`config.mk`:
```
export PLATFORM = sky130hd
export DESIGN_NAME = sdm_stream_master
export DESIGN_NICKNAME = d
export VERILOG_FILES = /design/src/rtl/sdm_pkg.sv /design/src/rtl/sdm_access_fsm.sv /design/src/rtl/sdm_mode_ctl.sv /design/src/rtl/sdm_addr_ctr.sv /design/src/rtl/sdm_stream_master.sv
export SDC_FILE = /design/constraint.sdc
export NUM_CORES = 1
export LEC_CHECK = 0
export CORE_AREA = 2 2 98 110
export CTS_BUF_LIST = sky130_fd_sc_hd__clkbuf_8
export CTS_CLUSTER_DIAMETER = 60
export DETAILED_ROUTE_END_ITERATION = 6
export DIE_AREA = 0 0 100 112
export PLACE_DENSITY = 0.78
export SETUP_SLACK_MARGIN = 0.5
export SYNTH_ARGS = -nofsm -noshare
export SYNTH_HDL_FRONTEND = slang
export SYNTH_HIERARCHICAL = 1
export SYNTH_SLANG_ARGS = --single-unit
```
`constraint.sdc`:
```
create_clock -name clk -period 3.8 [get_ports clk]
set_input_delay 0.57 -clock clk [delete_from_list [all_inputs] [get_ports clk]]
set_output_delay 0.57 -clock clk [all_outputs]
set_load 0.02 [all_outputs]
```
`src/rtl/sdm_pkg.sv`:
```
package sdm_pkg;

  typedef enum logic [2:0] {
    AF_IDLE,
    AF_TURN,
    AF_ISSUE,
    AF_CHECK,
    AF_WAIT,
    AF_RETRY
  } acc_state_t;

  typedef enum logic [1:0] {
    MD_NONE,
    MD_REC,
    MD_PLAY
  } mode_t;

endpackage

```
`src/rtl/sdm_access_fsm.sv`:
```
// One-word-at-a-time command sequencer with pre-emption retry.
module sdm_access_fsm
  import sdm_pkg::*;
(
  input  logic       clk,
  input  logic       rst,
  input  logic       switch_req,
  input  logic       start_req,
  input  logic       mem_ready,
  input  logic       mem_ack,
  output acc_state_t state,
  output logic       mem_en,
  output logic       done
);

  acc_state_t nxt;

  always_comb begin
    nxt = state;
    unique case (state)
      AF_IDLE: begin
        if (switch_req)     nxt = AF_TURN;
        else if (start_req) nxt = AF_ISSUE;
      end
      AF_TURN:  nxt = AF_IDLE;
      AF_ISSUE: nxt = AF_CHECK;
      AF_CHECK: nxt = mem_ack ? AF_WAIT : AF_RETRY;
      AF_WAIT:  if (mem_ready) nxt = AF_IDLE;
      AF_RETRY: if (mem_ready) nxt = AF_ISSUE;
      default:  nxt = AF_IDLE;
    endcase
  end

  // completion of an acknowledged access
  assign done = (state == AF_WAIT) && mem_ready;

  always_ff @(posedge clk) begin
    if (rst) begin
      state  <= AF_IDLE;
      mem_en <= 1'b0;
    end else begin
      state  <= nxt;
      mem_en <= (nxt == AF_ISSUE);
    end
  end

endmodule

```
`src/rtl/sdm_mode_ctl.sv`:
```
// Chooses record / play / none, owns direction select and held length.
module sdm_mode_ctl
  import sdm_pkg::*;
#(
  parameter int AW = 22
) (
  input  logic          clk,
  input  logic          rst,
  input  logic          idle,
  input  logic          rec_req,
  input  logic          play_req,
  input  logic [AW-1:0] addr,
  output mode_t         mode,
  output logic          sel_rd,
  output logic          switch_now,
  output logic [AW-1:0] rec_len,
  output logic          rec_valid
);

  localparam logic [AW-1:0] ADDR_ZERO = '0;

  logic  cur_rec_nonempty;
  logic  rec_avail;
  mode_t want;

  assign cur_rec_nonempty = (mode == MD_REC) && (addr != ADDR_ZERO);
  assign rec_avail        = rec_valid || cur_rec_nonempty;

  always_comb begin
    if (rec_req)                     want = MD_REC;
    else if (play_req && rec_avail)  want = MD_PLAY;
    else                             want = MD_NONE;
  end

  // mode only moves between accesses
  assign switch_now = idle && (want != mode);

  always_ff @(posedge clk) begin
    if (rst) begin
      mode      <= MD_NONE;
      sel_rd    <= 1'b1;
      rec_len   <= '0;
      rec_valid <= 1'b0;
    end else if (switch_now) begin
      mode   <= want;
      sel_rd <= (want != MD_REC);
      if (cur_rec_nonempty) begin
        rec_len   <= addr;
        rec_valid <= 1'b1;
      end
    end
  end

endmodule

```
`src/rtl/sdm_addr_ctr.sv`:
```
// Word address counter with restart and optional wrap at a held length.
module sdm_addr_ctr #(
  parameter int AW = 22
) (
  input  logic          clk,
  input  logic          rst,
  input  logic          clear,
  input  logic          step,
  input  logic          wrap_en,
  input  logic [AW-1:0] limit,
  output logic [AW-1:0] addr
);

  localparam logic [AW-1:0] ONE = {{(AW-1){1'b0}}, 1'b1};

  logic [AW-1:0] addr_inc;
  logic          at_last;

  assign addr_inc = addr + ONE;
  assign at_last  = (addr_inc == limit);

  always_ff @(posedge clk) begin
    if (rst || clear)               addr <= '0;
    else if (step && wrap_en && at_last) addr <= '0;
    else if (step)                  addr <= addr_inc;
  end

endmodule

```
`src/rtl/sdm_stream_master.sv`:
```
// Record/playback stream master for a refresh-pre-empting DRAM controller.
module sdm_stream_master
  import sdm_pkg::*;
#(
  parameter int DW = 16,
  parameter int AW = 22
) (
  input  logic          clk,
  input  logic          rst,
  input  logic          rec_req,
  input  logic          play_req,
  input  logic          in_valid,
  input  logic [DW-1:0] in_data,
  output logic          in_ready,
  output logic          out_valid,
  output logic [DW-1:0] out_data,
  output logic          mem_en,
  output logic          mem_rd,
  output logic [AW-1:0] mem_addr,
  output logic [DW-1:0] mem_wdata,
  input  logic          mem_ready,
  input  logic          mem_ack,
  input  logic [DW-1:0] mem_rdata
);

  acc_state_t    acc_state;
  mode_t         mode;
  logic          idle;
  logic          switch_now;
  logic          start_req;
  logic          acc_done;
  logic          take_sample;
  logic          rec_valid;
  logic [AW-1:0] rec_len;
  logic [AW-1:0] addr;

  assign idle = (acc_state == AF_IDLE);

  sdm_mode_ctl #(.AW(AW)) u_mode (
    .clk        (clk),
    .rst        (rst),
    .idle       (idle),
    .rec_req    (rec_req),
    .play_req   (play_req),
    .addr       (addr),
    .mode       (mode),
    .sel_rd     (mem_rd),
    .switch_now (switch_now),
    .rec_len    (rec_len),
    .rec_valid  (rec_valid)
  );

  assign in_ready    = idle && !switch_now && mem_ready && (mode == MD_REC);
  assign take_sample = in_ready && in_valid;
  assign start_req   = mem_ready && !switch_now &&
                       (((mode == MD_REC) && in_valid) || (mode == MD_PLAY));

  sdm_access_fsm u_fsm (
    .clk        (clk),
    .rst        (rst),
    .switch_req (switch_now),
    .start_req  (start_req),
    .mem_ready  (mem_ready),
    .mem_ack    (mem_ack),
    .state      (acc_state),
    .mem_en     (mem_en),
    .done       (acc_done)
  );

  sdm_addr_ctr #(.AW(AW)) u_addr (
    .clk     (clk),
    .rst     (rst),
    .clear   (switch_now),
    .step    (acc_done),
    .wrap_en (mode == MD_PLAY),
    .limit   (rec_len),
    .addr    (addr)
  );

  assign mem_addr = addr;

  // write data held across retries
  always_ff @(posedge clk) begin
    if (rst)              mem_wdata <= '0;
    else if (take_sample) mem_wdata <= in_data;
  end

  always_ff @(posedge clk) begin
    if (rst) begin
      out_valid <= 1'b0;
      out_data  <= '0;
    end else begin
      out_valid <= acc_done && (mode == MD_PLAY);
      if (acc_done && (mode == MD_PLAY)) out_data <= mem_rdata;
    end
  end

endmodule

```
Word-level counts from Yosys, hierarchy flattened
Cells that the tools add are included. W data, S select, Z words.

Flip-flop bits (word level): 85. Bits of input ports: 39. Output and inout port bits: 58. Word-level logic and storage cells: 50.

Add/sub/neg operators: 1. Equality and inequality tests: 10. Multiplexer cells: 8. Reductions and logical operators: 21.

Operators by type and width (number): $add A22 B1 Y22 const B (1); $eq A22 B22 Y1 (1); $reduce_bool A22 Y1 (1); $pmux W3 S5 (1); $logic_and A1 B1 Y1 (13); $mux W3 (4); $eq A3 B2 Y1 const B (3); $eq A3 B3 Y1 const B (2); $mux W2 (2); $logic_not A3 Y1 (1); $logic_or A1 B1 Y1 (3); $eq A2 B1 Y1 const B (1); $eq A2 B2 Y1 const B (1); $ne A2 B1 Y1 const B (1); $ne A2 B2 Y1 (1); $reduce_and A2 Y1 (1); $reduce_or A2 Y1 (1); $logic_not A1 Y1 (1); $mux W1 (1).

Logic depth before layout (Yosys ltp)
Gate-level depths: netlist of the first run.

Depth after elaboration: 15. Gate-level depth with buffers: 11. Mapped depth without buffers: 9.

Modules after synthesis
Netlist of the first run, hierarchy kept.

By module, submodules not included: sdm_addr_ctr (instances 1, cells each 218, area an instance 1878.1 um^2, sequential area each 440.4 um^2); sdm_mode_ctl (instances 1, cells each 169, area an instance 1487.7 um^2, sequential area each 520.5 um^2); sdm_stream_master (instances 1, cells each 150, area an instance 1388.8 um^2, sequential area each 660.6 um^2); sdm_access_fsm (instances 1, cells each 22, area an instance 207.7 um^2, sequential area each 80.1 um^2).

Least setup slack after synthesis of the first run
OpenSTA, ideal clock, no wires.

Path type: reg2reg. From: register u_addr.addr[0]. To: register u_addr.addr[0]. Setup time: 116 ps. Arrival time: 2869 ps. Required time: 3684 ps. Slack: 815 ps. Cell stages (with the launch flop): 10. Path buffers: 1. Period minus slack after synthesis: 2985 ps. Cells stage by stage: dfxtp_1 ha_1 nand4_2 nor4_2 a21oi_1 a2111oi_2 nand4_1 o41ai_4 buf_6 nor2_2.

Longest elaborated chain between the ends: 10. Elaborated cells between the ends (all ways): 13. Classes of those cells: 1 x add/sub; 2 x eq/ne; 2 x mux; 8 x reduce/logical.

Ends and longest elaborated chain: start: declaration (line sdm_addr_ctr.sv:11) `output logic [AW-1:0] addr`; start signal: assignment (line sdm_addr_ctr.sv:25) `else if (step) addr <= addr_inc;`; parallel branches: the longest is 10 deep, another holds $add A22 B1 Y22.

Several ways; the timed one is not identified. A chain may end at the register's enable or synchronous reset.

Worst setup path in the final report of the first run
From: input port rec_req. To: output port in_ready.

Longest elaborated chain between the ends: 7.

Ends and longest elaborated chain: start: declaration (line sdm_stream_master.sv:10) `input logic rec_req,`; $mux W2 (line sdm_mode_ctl.sv:30) `if (rec_req) want = MD_REC;`; $ne A2 B2 Y1 (line sdm_mode_ctl.sv:36) `assign switch_now = idle && (want != mode);`; $logic_and A1 B1 Y1 (line sdm_mode_ctl.sv:36); named net switch_now (line sdm_stream_master.sv:29) `logic switch_now;`; $logic_not A1 Y1 (line sdm_stream_master.sv:53) `assign in_ready = idle && !switch_now && mem_ready && (mode == MD_REC);`; $logic_and A1 B1 Y1 (3 in series) (line sdm_stream_master.sv:53); end: declaration (line sdm_stream_master.sv:14) `output logic in_ready,`.

The timed path passes the listed nets, and every way through them passes these cells.

==> flow_results.org, run 1 <==
** Clock tree
- In this run the number of H-tree levels came out at 3.
- Clock-pin transition on the worst setup and hold timing paths :: 0.09 ns
- Root cell of the clock tree :: sky130_fd_sc_hd__clkbuf_8
- The later pin in the worst-skew pair is clocked with a latency of about 0.36 ns.
- TritonCTS built the clock tree.
- Post-CTS timing repair inserted 0 buffers for setup.
- Total clock buffers created by CTS :: 9
- The clock net in this run drives a total of 85 sinks.
- Buffers from clock root to sink, at most :: 2

** Finish
- Cells fill 59.74% of the core in the end.
- From synthesis to final layout, the design area changed by 22.19%.
- Cell area after layout :: roughly 6100 um2
- Highest-count cells in the layout ignoring fill and taps :: 94 x sky130_fd_sc_hd__clkdlybuf4s50_1, 82 x sky130_fd_sc_hd__dfxtp_1, 66 x sky130_fd_sc_hd__nand2_1
- Share of layout cells above drive strength 1 :: between 10 and 15%
- Leaving out fill and tap cells, the most frequent cell in the layout is sky130_fd_sc_hd__clkdlybuf4s50_1.
- Number of diodes added for antenna fixing :: 0
- Final Non-Filler Cells :: roughly 760
- Number of nets in the layout :: ~680

** Floorplanning
- Horizontal die dimension :: roughly 100 um
- Area of the core :: 10150 um2
- Total number of placement rows :: 39
- Ports :: 97
- The initial utilization of the core area, before any placement, comes to approximately half.
- The floorplan step defined a die boundary enclosing 11200 um2.
- Vertical die dimension :: 112 um

** Timing
- Clock period minus final worst setup slack :: 3.123 ns
- Setup repair after global routing missed its margin :: no
- Hold timing on the final database bottoms out at a slack of roughly 0.46 ns.
- Worst Max-Slew Pin Slew :: about 0.95 ns
- Dividing the final minimum period by the clock period gives between 80% and 90%.
- Sum of negative setup slack :: 0 ns
- Setup violations remaining at the end of the flow were counted as 0.
- The final-report max-slew violation count came to 0.
- The worst pin sits at a relative slew slack of a little over a third.
- Final worst setup slack :: slightly below 0.7 ns
- Final Hold Viols :: 0
- The clock arrives with slightly above 0.005 ns of skew.
- Max Clock Freq :: about 0.32 GHz

** Placed design
- Placed Instance Area :: a little under 6000 um2
- Global placer's final weighted congestion :: approximately 0.9
- Timing analysis after detailed placement gives a worst setup slack of roughly 0.25 ns.
- Placed insts :: between 700 and 800
- Sum of net half-perimeters after detailed placement :: between 8000 and 9000 um
- Input/output buffers :: 96

** GRT
- Vias in the first global route :: a little over 4000
- Wire length of the first global-routing pass :: 19990 um
- Largest net degree at the start of global routing :: 36
- Total global-route track usage :: a little over a fifth
- The total overflow left after global routing is 0.
- The number of antenna violations at the first check in global routing is 0.

** Job
- Max-cap violations in this run came to 0.

** Yosys
- Proportion of register bits with asynchronous set or reset after synthesis :: 0%
- In the post-synthesis netlist, the biggest area contributors are sky130_fd_sc_hd__dfxtp_1 34%, sky130_fd_sc_hd__nand2_1 5.0%, sky130_fd_sc_hd__xnor2_1 4.9%, sky130_fd_sc_hd__nand2b_1 4.5%, sky130_fd_sc_hd__nand3_2 4.0%.
- In this run, synthesis produced a sequential element count of between 80 and 90.
- Area fraction of the dominant cell type after synthesis :: between 30% and 40%
- EDFF count, synth :: 0
- The share of the Yosys chip area taken by registers is 34.29%.
- Netlist area before placement :: around 5000 um2
- Count of mapped cells out of synthesis :: roughly 560
- The Yosys step of the flow raised 6 warnings.
- Library cells used by synthesis :: 74
- The number of nets in the synthesized netlist is 600.
- For this run, the leading register cell type out of synthesis is sky130_fd_sc_hd__dfxtp_1.
- Cell type with the largest total area after synthesis :: sky130_fd_sc_hd__dfxtp_1
- Each instance of the synthesized netlist takes up on average roughly 9 um2.

** Drt
- Post-route DRC :: 0
- Using the TritonRoute via totals, the vias-per-cell ratio works out to 5.734.
- The routed layout has between 4000 and 5000 vias.
- Once detail routing completed, the nets flagged for antenna violations numbered 0.
- Summed over all layers, the routed wires come to roughly 12000 um.
- For this run, the detailed router's first-pass iteration total came to 6.
- DRC marker count from the first detailed-route iteration :: just under 200
- In the final routed layout, each cell accounts on average for 16.01 um.

** Critical path
- Type of element launching the critical path :: primary input
- In this run the worst path has a maximum fanout of 8.
- Critical Setup Path Class :: primary input to primary output
- The worst setup path is captured at a primary output.
- For the worst setup path, the data arrival time is approximately 2.6 ns.
- Endpoint required time on the critical path :: 3.23 ns

** Min path
- The worst hold path belongs to the class register to register.

** Pwr
- Ratio of total power to cell area :: 289.3 nW/um2
- The design draws roughly 1.8 mW.
- Highest ir drop seen on vdd :: around 0.16 mV
- Summed over all cells, the static leakage comes to about 2.1 nW.

** Run status
- Outcome :: complete, no violations
## worst max-delay path, stage by stage
cell and delay [ns]:
sky130_fd_sc_hd__clkdlybuf4s50_1 0.54, sky130_fd_sc_hd__a211oi_2 0.25, sky130_fd_sc_hd__a21oi_1 0.06, sky130_fd_sc_hd__o211a_1 0.30, sky130_fd_sc_hd__nand2b_1 0.21, sky130_fd_sc_hd__and4bb_1 0.28
sky130_fd_sc_hd__dlygate4sd2_1 0.35
## state kept, by name, indices dropped and copies added (netlist names)
signal and cells:
mem_wdata 16, out_data 16, out_valid 1, u_addr/addr 22, u_fsm/mem_en 1, u_fsm/state 3
u_mode/mode 2, u_mode/rec_len 22, u_mode/rec_valid 1, u_mode/sel_rd 1
## cell usage after synthesis, drive strengths merged (12+ instances only)
| cell | n |
|---|---|
| dfxtp | 85 |
| nand3 | 41 |
| mux2i | 19 |
| a21oi | 31 |
| nand2b | 36 |
| buf | 16 |
| nor2 | 49 |
| nor2b | 12 |
| xnor2 | 28 |
| xor2 | 19 |
| clkbuf | 23 |
| nand2 | 66 |
| nand3b | 19 |
| nand4 | 17 |
## where the power goes
part           internal, mW  total, mW  switching (mW)
clock network         0.366      0.701           0.335
logic                0.0780      0.149          0.0706
registers             0.896      0.904         0.00818
## per-layer routing
layer | routed length [um] | global-route usage [%] | up-vias
li1 | - | - | 2085
met3 | 815 | 4.708 | 23
met4 | 240 | 7.123 | 0
met5 | 0 | 0 | -
met1 | 5341 | 28.38 | 2110
met2 | 5817 | 36.53 | 157
## timing repair
item,4_1_cts,5_1_grt
endpoints found under the setup margin,13,23
gates resized for setup,2,8
cloned,0,0
hold buffers,0,0
## final timing paths
path | from | endpoint | slack (ns) | cells after the start
hold reg to reg | out_data[5] | out_data[5] | 0.46 | 2
setup / recovery | rec_req | in_ready | 0.68 | 7
hold / removal | out_data[5] | out_data[5] | 0.46 | 2
setup reg to reg | u_addr/addr[2] | u_addr/addr[12] | 0.72 | 8
## cell type report
type | instances | area, um2
clock inverters | 7 | 91.34
fillers | 874 | 4086
inverters | 7 | 26.28
flip-flops and latches | 85 | 1705
repair buffers | 104 | 1018
well taps | 123 | 153.9
clock buffers | 9 | 123.9
multi-input cells | 428 | 2944
## logic make-up (layout without fill, tap and decap cells)
logic type | count (synthesis) | in the layout | synth area share, %
AND/OR/NAND/NOR | 292 | 292 | 36.46
flip-flops | 85 | 85 | 34.29
AO/OA/AOI/OAI | 68 | 68 | 9.633
XOR/XNOR | 47 | 47 | 8.296
buffers and inverters | 46 | 127 | 6.984
multiplexers | 19 | 19 | 3.833
adder cells (fa/ha/maj) | 2 | 2 | 0.5042
Note: power is estimated with default switching activity, not from simulation.
==> run 2: changes to the inputs <==
Settings changed: CORE_AREA 2 2 98 110 to 2 2 99 111, DIE_AREA 0 0 100 112 to 0 0 101 113, PLACE_DENSITY 0.78 to 0.79.
Clock period 3.8 ns to 2.7 ns, I/O delays scaled along.
==> run 2 against run 1 <==
Compared with the run above: global-route usage rose by 1.5 points; highest routed layer unchanged; worst setup slack worse by 0.59 ns; largest power group unchanged; first-iteration DRC count grew 36%.
==> flow_results.org, run 2 (synthesized netlist as in run 1, its figures left out) <==
** Finish
- FF/Latch Area :: 1760 um2 (was 1705 um2)
- Highest-count cells in the layout ignoring fill and taps: 91 x sky130_fd_sc_hd__clkdlybuf4s50_1, 66 x sky130_fd_sc_hd__dfxtp_1, 65 x sky130_fd_sc_hd__nand2_1 (was 94 x sky130_fd_sc_hd__clkdlybuf4s50_1, 82 x sky130_fd_sc_hd__dfxtp_1, 66 x sky130_fd_sc_hd__nand2_1).
- The most common cell after layout, fill and taps aside is sky130_fd_sc_hd__clkdlybuf4s50_1 (unchanged).
- Area grow syn2layout :: 35.27% (was 22.19%)
- The number of nets in the finished design is 728 (was 676).
- Largest registers :: u_addr/addr: 22 flops, u_mode/rec_len: 22 flops (unchanged)
- Number of diodes added for antenna fixing :: 0 (unchanged)
- The proportion of layout cells with a drive suffix above 1 is 26.30% (was 14.37%).
- Area used by multi-input combinational logic :: 3138 um2 (was 2944 um2)
- The number of inserted filler cells in the final layout was 810 (was 874).

** GRT
- Total gr overflow :: 0 (unchanged)
- The global router's overall resource usage came to 23.45% (was 21.97%).
- The wire length of the first global-routing pass came to 21490 um (was 19990 um).
- The largest net degree at the start of global routing was 37 (was 36).
- Vias in the first global route :: 4461 (was 4128)
- The number of antenna violations at the first check in global routing is 0 (unchanged).

** Timing
- The final-report max-slew violation count is 0 (unchanged).
- Setup repair after global routing missed its margin: yes (was no).
- Post-route fraction of the period consumed by the critical path :: a little over nine tenths
- Clock period minus final worst setup slack :: between 2 and 3 ns
- Fin Clk Skew :: 0.009047 ns (was 0.005089 ns)
- The final critical-path setup slack is 0.09006 ns (was 0.6767 ns).
- The count of final hold-check violations came to 0 (unchanged).
- Max Clock Freq :: roughly 0.38 GHz
- Sum of negative setup slack :: 0 ns (unchanged)
- The total setup violations reported at the end of the flow was 0 (unchanged).
- The worst-case headroom to the max-slew limit is 54.31% (was 36.39%).
- Worst Max-Slew Pin Slew :: 0.6833 ns (was 0.9541 ns)

** Floorplanning
- Starting density of the core :: 48.42% (was 48.89%)
- Horizontal die dimension :: 101 um (was 100 um)
- Vertical die dimension :: 113 um (was 112 um)
- The placeable core region was 10250 um2 (was 10150 um2).
- Ports :: 97 (unchanged)
- The area enclosed by the die boundary is 11410 um2 (was 11200 um2).
- Total number of placement rows :: 39 (unchanged)

** Job
- Max-cap viol count :: 0 (unchanged)

** Clock tree
- The clock-pin slew on the worst setup and hold paths is 0.09 ns (about the same).
- The quantity of hold-fixing buffers added after cts was 0 (unchanged).
- Root cell of the clock tree :: sky130_fd_sc_hd__clkbuf_8 (unchanged)
- The maximum buffer depth of the clock tree was 2 (unchanged).
- Number of H-tree branching levels :: 3 (unchanged)
- Total clock buffers created by CTS :: 9 (unchanged)
- CTS tree :: done (unchanged)
- The count of clock tree sinks is 85 (unchanged).
- The worst-skew pair later-pin latency came to 0.37 ns (was 0.36 ns).

** Critical path
- Startpoint of the most critical register-to-register path :: u_addr/addr[1] (was u_addr/addr[2])
- Slowest cell on the critical path :: sky130_fd_sc_hd__a2111oi_2 (was sky130_fd_sc_hd__clkdlybuf4s50_1)
- Type of element launching the critical path :: register (was primary input)
- Crit path capture :: u_addr/addr[9] (was in_ready)
- Cell breakdown of the critical path: buf_4 -> buf_4 -> and3_2 -> xnor2_2 -> o221ai_2 -> a2111oi_2 -> nand4_1 -> o41ai_4 -> buf_6 -> buf_6 -> nor2_1 (was clkdlybuf4s50_1 -> a211oi_2 -> a21oi_1 -> o211a_1 -> nand2b_1 -> and4bb_1 -> dlygate4sd2_1).
- Beginning of the critical path :: u_addr/addr[1] (was rec_req)
- The critical path data required time came to 2.96 ns (was 3.23 ns).
- The number of cells on the critical path was 11 (was 7).
- Critical Setup Path Class :: register to register (was primary input to primary output)
- The largest fanout on the critical path came to 6 (was 8).
- Endpoint type of the worst setup path :: register (was primary output)
- Data arrival, critical path :: 2.87 ns (was 2.55 ns)
- The largest stage delay on the critical path was 0.44 ns (was 0.54 ns).
- Capturing point of the worst reg2reg path :: u_addr/addr[9] (was u_addr/addr[12])
- Worst r2r path cells :: 11 (was 8)
- Buf/Inv on CP :: 4 (was 2)
- The top cell family by delay on the critical path is compound AO/OA/AOI/OAI gates (was buffers and inverters).
- Register-to-register setup slack :: 0.09 ns (was 0.72 ns)

** Pwr
- Leakage power of the design :: 2.449 nW (was 2.146 nW)
- Relative contribution of combinational cells to total power :: 10.6% (was 8.5%)
- The worst ir drop on vdd was 0.2660 mV (was 0.1581 mV).
- P_sw :: 0.6230 mW (was 0.4136 mW)
- The fraction of power spent switching nets came to 26.56% (was 23.58%).
- Internal Pwr Total :: 1.722 mW (was 1.340 mW)
- Ratio of total power to cell area :: 349.4 nW/um2 (was 289.3 nW/um2)
- Portion of total power attributed to sequential cells :: 53.5% (was 51.5%)
- The total power was 2.345 mW (was 1.754 mW).
- Fraction of power consumed by the clock network :: 35.9% (was 40.0%)

** Drt
- Vias per inst :: 5.634 (was 5.734)
- The count of routing violations after the opening detailed-route iteration is 269 (was 198).
- The final wirelength came to 13650 um (was 12210 um).
- Post-route DRC :: 0 (unchanged)
- The via total after detailed routing is 4592 (was 4375).
- Average wire per cell in the routed design :: 16.74 um (was 16.01 um)
- Pre-antenna DRT Iters :: 5 (was 6)
- The antenna violation net count after detailed routing was 0 (unchanged).

** Run status
- Outcome :: complete, no violations (unchanged)

** Placed design
- The placer congestion estimate was 0.8761 (was 0.9100).
- The detailed placement HPWL was 9444 um (was 8504 um).
- Input/output buffers :: 96 (unchanged)
- The post-placement setup slack is -0.7082 ns (was 0.2479 ns).

** Min path
- Worst hold path type :: register to register (unchanged)
run 2: area by class of cell:
cell class              count  area share [%]
well taps                 123           2.293
clock buffers               9           1.845
flip-flops and latches     85           26.23
inverters                   7          0.3914
repair buffers            156           21.73
multi-input cells         428           46.75
clock inverters             7          0.7642
run 2: worst min path at each step:
stage	from	to	cells after the start
global placement	out_data[11]	out_data[11]	2
CTS	out_data[8]	out_data[8]	2
detailed placement	out_data[8]	out_data[8]	2
floorplan	u_mode/rec_valid	u_mode/rec_valid	2
finish	out_data[14]	out_data[14]	2
global route	out_data[10]	out_data[10]	2
run 2: what timing repair did:
action / CTS / global route
setup buffers: 5 / 2
cloned: 2 / 0
setup endpoints to repair: 23 / 23
pin swaps: 11 / 10
gates resized for setup: 38 / 21
run 2: per-stage QoR:
stage / instance area [um2] / hold slack [ns] / instances / utilization, %
final: 6713 / 0.4604 / 815 / 65.51
after global routing: 6713 / 0.4798 / 815 / 65.51
after CTS: 6594 / 0.4622 / 813 / 64.35
after detailed placement: 6242 / 0.4489 / 790 / 60.92
after global placement: 6242 / 0.4419 / 790 / 60.92
after floorplan: 5072 / 0.4527 / 559 / -
run 2: power groups by stage:
stage | combinational (mW) | clock, mW | sequential (mW)
global placement | 0.225 | 0 | 1.28
CTS | 0.245 | 0.856 | 1.25
global route | 0.264 | 0.909 | 1.26
detailed placement | 0.230 | 0 | 1.28
finish | 0.248 | 0.843 | 1.25
floorplan | 0.109 | 0 | 1.29
run 2: worst reg2reg max path: stages (launching register included):
cell,delay (ns)
sky130_fd_sc_hd__dfxtp_4,0.36
sky130_fd_sc_hd__buf_4,0.16
sky130_fd_sc_hd__buf_4,0.15
sky130_fd_sc_hd__and3_2,0.23
sky130_fd_sc_hd__xnor2_2,0.18
sky130_fd_sc_hd__o221ai_2,0.14
sky130_fd_sc_hd__a2111oi_2,0.44
sky130_fd_sc_hd__nand4_1,0.22
sky130_fd_sc_hd__o41ai_4,0.25
sky130_fd_sc_hd__buf_6,0.18
sky130_fd_sc_hd__buf_6,0.14
sky130_fd_sc_hd__nor2_1,0.06
run 2: metal layers:
metal,routed length [um],GRT usage [%],vias up
met2,6911,40.18,157
met4,356,8.649,0
met3,715,4.818,23
li1,-,-,2197
met1,5664,28.91,2215
met5,0,0,-
==> run 3: changes to the inputs <==
Settings changed: MAX_ROUTING_LAYER from default to met4.
==> run 3 against run 2 <==
Compared with the run above: combinational power increased by 2%; first-iteration DRC count increased by 24%; clock-buffer cell count unchanged; die area unchanged; hold slack improved by 0.0020 ns; largest cell class unchanged; largest power group unchanged.
==> flow_results.org, run 3 (synthesized netlist as in run 1, its figures left out) <==
** Job
- Max-cap viol count :: 0 (unchanged)

** Placed design
- The detailed placement HPWL came to 9523 um (was 9444 um).
- Placed insts :: 793 (was 790)
- Global placer's final weighted congestion :: 0.9007 (was 0.8761)
- The count of port buffers added during placement is 96 (unchanged).

** GRT
- The number of global-route vias before repair came to 4530 (was 4461).
- The global route total overflow was 0 (unchanged).
- Wire length of the first global-routing pass :: 21740 um (was 21490 um)
- The largest net degree at the start of global routing was 52 (was 37).
- The number of antenna violations at the first check in global routing was 0 (unchanged).
- Total global-route track usage :: 24.46% (was 23.45%)

** Clock tree
- The worst-skew pair later-pin latency was 0.38 ns (was 0.37 ns).
- The clock tree from TritonCTS is done (unchanged).
- Clock sink total :: 85 (unchanged)
- The cell at the root of the clock tree is sky130_fd_sc_hd__clkbuf_8 (unchanged).
- The clock-pin slew on the worst setup and hold paths came to 0.09 ns (about the same).
- Number of H-tree branching levels :: 3 (unchanged)
- Buffers from clock root to sink, at most :: 2 (unchanged)
- The number of buffers inserted during clock tree synthesis was 9 (unchanged).

** Drt
- Antenna-violating nets left :: 0 (unchanged)
- Wirelength, routed :: 13550 um (was 13650 um)
- The count of routing violations after the opening detailed-route iteration came to 333 (was 269).
- The total DRC errors in the routed layout was 0 (unchanged).
- Vias per inst :: 5.614 (was 5.634)
- Number of vias in the routed layout :: 4587 (was 4592)
- Average wire per cell in the routed design :: 16.59 um (was 16.74 um)
- The detailed-router iteration count before antenna repair was 5 (unchanged).

** Critical path
- Type of element launching the critical path :: register (unchanged)
- Cell breakdown of the critical path: nand4_1 -> or4_4 -> or4_4 -> a21oi_4 -> nor3_4 -> o41ai_4 -> buf_6 -> buf_8 -> nor2_2 (was buf_4 -> buf_4 -> and3_2 -> xnor2_2 -> o221ai_2 -> a2111oi_2 -> nand4_1 -> o41ai_4 -> buf_6 -> buf_6 -> nor2_1).
- The largest stage delay on the critical path was 0.61 ns (was 0.44 ns).
- The cell with the biggest individual delay on the critical path was sky130_fd_sc_hd__or4_4 (was sky130_fd_sc_hd__a2111oi_2).
- Capturing point of the worst reg2reg path :: u_addr/addr[20] (was u_addr/addr[9])
- The largest fanout on the critical path was 7 (was 6).
- The top cell family by delay on the critical path was simple AND/OR/NAND/NOR gates (was compound AO/OA/AOI/OAI gates).
- Startpoint of the most critical register-to-register path :: u_addr/addr[12] (was u_addr/addr[1])
- Endpoint type of the worst setup path :: register (unchanged)
- The count of buffer and inverter cells on the critical path was 2 (was 4).
- The reg-to-reg setup timing slack was 0.11 ns (was 0.09 ns).
- The critical path data required time was 2.97 ns (was 2.96 ns).
- The depth of the worst register-to-register path came to 9 (was 11).
- Data arrival, critical path :: 2.86 ns (was 2.87 ns)
- Most common cell on crit path :: sky130_fd_sc_hd__or4_4
- The kind of critical path is register to register (unchanged).

** Finish
- Highest-count cells in the layout ignoring fill and taps: 91 x sky130_fd_sc_hd__clkdlybuf4s50_1, 67 x sky130_fd_sc_hd__dfxtp_1, 66 x sky130_fd_sc_hd__nand2_1 (was 91 x sky130_fd_sc_hd__clkdlybuf4s50_1, 66 x sky130_fd_sc_hd__dfxtp_1, 65 x sky130_fd_sc_hd__nand2_1).
- The number of nets in the finished design is 730 (was 728).
- The antenna diode count came to 0 (unchanged).
- Final Non-Filler Cells :: 817 (was 815)
- Largest registers :: u_addr/addr: 22 flops, u_mode/rec_len: 22 flops (unchanged)
- Area used by multi-input combinational logic :: 3085 um2 (was 3138 um2)
- The sequential standard cell area was 1757 um2 (was 1760 um2).
- Area grow syn2layout :: 35.33% (was 35.27%)
- Core utilization of the finished layout :: 65.53% (was 65.51%)
- Share of layout cells above drive strength 1 :: 25.50% (was 26.30%)
- Total of fill cells in the finished design :: 826 (was 810)
- The most common cell after layout, fill and taps aside was sky130_fd_sc_hd__clkdlybuf4s50_1 (unchanged).

** Min path
- Worst hold path type :: register to register (unchanged)
- Cell count of the worst hold path :: 2 (unchanged)
- Start point of the worst hold path :: out_data[7] (was out_data[14])
- The sink of the worst hold path was out_data[7] (was out_data[14]).

** Floorplanning
- The chip height was 113 um (unchanged).
- The I/O pin count was 97 (unchanged).
- The die width is 101 um (unchanged).
- The initial standard-cell utilization of the core was 48.42% (unchanged).
- The row count was 39 (unchanged).
- The placeable core region came to 10250 um2 (unchanged).
- The area enclosed by the die boundary is 11410 um2 (unchanged).

** Timing
- Clock period minus final worst setup slack :: 2.588 ns (was 2.610 ns)
- Worst Max-Slew Pin Slew :: 0.8095 ns (was 0.6833 ns)
- The maximum clock frequency was 0.3863 GHz (was 0.3832 GHz).
- The worst-case headroom to the max-slew limit came to 46.04% (was 54.31%).
- The final-report max-slew violation count was 0 (unchanged).
- Setup repair after global routing missed its margin :: yes (unchanged)
- Number of setup violations in the final report :: 0 (unchanged)
- Sum of negative setup slack :: 0 ns (unchanged)
- Post-route fraction of the period consumed by the critical path :: 95.86% (was 96.66%)
- The final worst clock skew was 0.009083 ns (was 0.009047 ns).
- The count of final hold-check violations was 0 (unchanged).

** Pwr
- The fraction of power spent switching nets came to 25.98% (was 26.56%).
- The sequential share of power came to 50.8% (was 53.5%).
- Leakage power of the design :: 2.474 nW (was 2.449 nW)
- Highest ir drop seen on vdd :: 0.2436 mV (was 0.2660 mV)
- Relative contribution of combinational cells to total power :: 10.2% (was 10.6%)
- The total internal power is 1.826 mW (was 1.722 mW).
- The net switching power of the design came to 0.6409 mW (was 0.6230 mW).
- Fraction of power consumed by the clock network :: 39.0% (was 35.9%)
- The power density over the cells is 367.4 nW/um2 (was 349.4 nW/um2).

** Run status
- Outcome: complete, no violations (unchanged).
-- run 3: power by group through the flow --
stage	clock network, mW	registers, mW	logic (mW)
2_1_floorplan	0	1.29	0.109
3_3_place_gp	0	1.28	0.232
3_5_place_dp	0	1.28	0.236
4_1_cts	0.976	1.25	0.250
5_1_grt	1.02	1.26	0.268
6_report	0.961	1.25	0.252
-- run 3: how the worst max path moves through the flow --
stage               cells after the start  slack, ns         endpoint            start
finish                                  9       0.11  u_addr/addr[20]  u_addr/addr[12]
global route                           11       0.01  u_addr/addr[21]  u_addr/addr[14]
CTS                                    10       0.09  u_addr/addr[20]   u_addr/addr[1]
detailed placement                     10      -0.69  u_addr/addr[20]        mem_ready
global placement                       10      -0.53  u_addr/addr[20]        mem_ready
floorplan                               9       0.07   u_addr/addr[6]   u_addr/addr[7]
-- run 3: metrics by stage --
stage / power, mW / area [um2] / setup WS [ns] / hold WS, ns
6_report: 2.467 / 6715 / 0.1117 / 0.4624
5_1_grt: 2.542 / 6715 / 0.01111 / 0.4793
4_1_cts: 2.480 / 6616 / 0.09237 / 0.4667
3_5_place_dp: 1.519 / 6277 / -0.6924 / 0.4540
3_3_place_gp: 1.513 / 6277 / -0.5289 / 0.4420
2_1_floorplan: 1.403 / 5072 / 0.06533 / 0.4527
-- run 3: area by class of cell --
| cell class | count | area share (%) |
|---|---|---|
| Clock inverter | 7 | 1.174 |
| Clock buffer | 9 | 1.845 |
| Multi-Input combinational cell | 428 | 45.95 |
| Timing Repair Buffer | 158 | 22.19 |
| Tap cell | 123 | 2.292 |
| Inverter | 7 | 0.3913 |
| Sequential cell | 85 | 26.16 |
-- run 3: what timing repair did --
item,4_1_cts,5_1_grt
pin swaps,16,10
hold buffers,0,0
setup endpoints to repair,23,23
setup buffers,5,3
resized for setup,33,13
-- run 3: worst reg2reg max path, stage by stage, from the launching register on --
cell and delay (ns):
sky130_fd_sc_hd__dfxtp_4 0.36, sky130_fd_sc_hd__nand4_1 0.14, sky130_fd_sc_hd__or4_4 0.61, sky130_fd_sc_hd__or4_4 0.45, sky130_fd_sc_hd__a21oi_4 0.16, sky130_fd_sc_hd__nor3_4 0.07, sky130_fd_sc_hd__o41ai_4 0.33, sky130_fd_sc_hd__buf_6 0.18
sky130_fd_sc_hd__buf_8 0.14, sky130_fd_sc_hd__nor2_2 0.04
-- run 3: layer usage --
layer	vias to the layer above	part of all wire (%)	track usage, %	wire length (um)
met1	2217	42	29.56	5740
met5	-	0	-	0
li1	2198	-	-	-
met4	0	3.1	10.54	417
met2	137	51	40.67	6895
met3	35	3.7	3.335	497
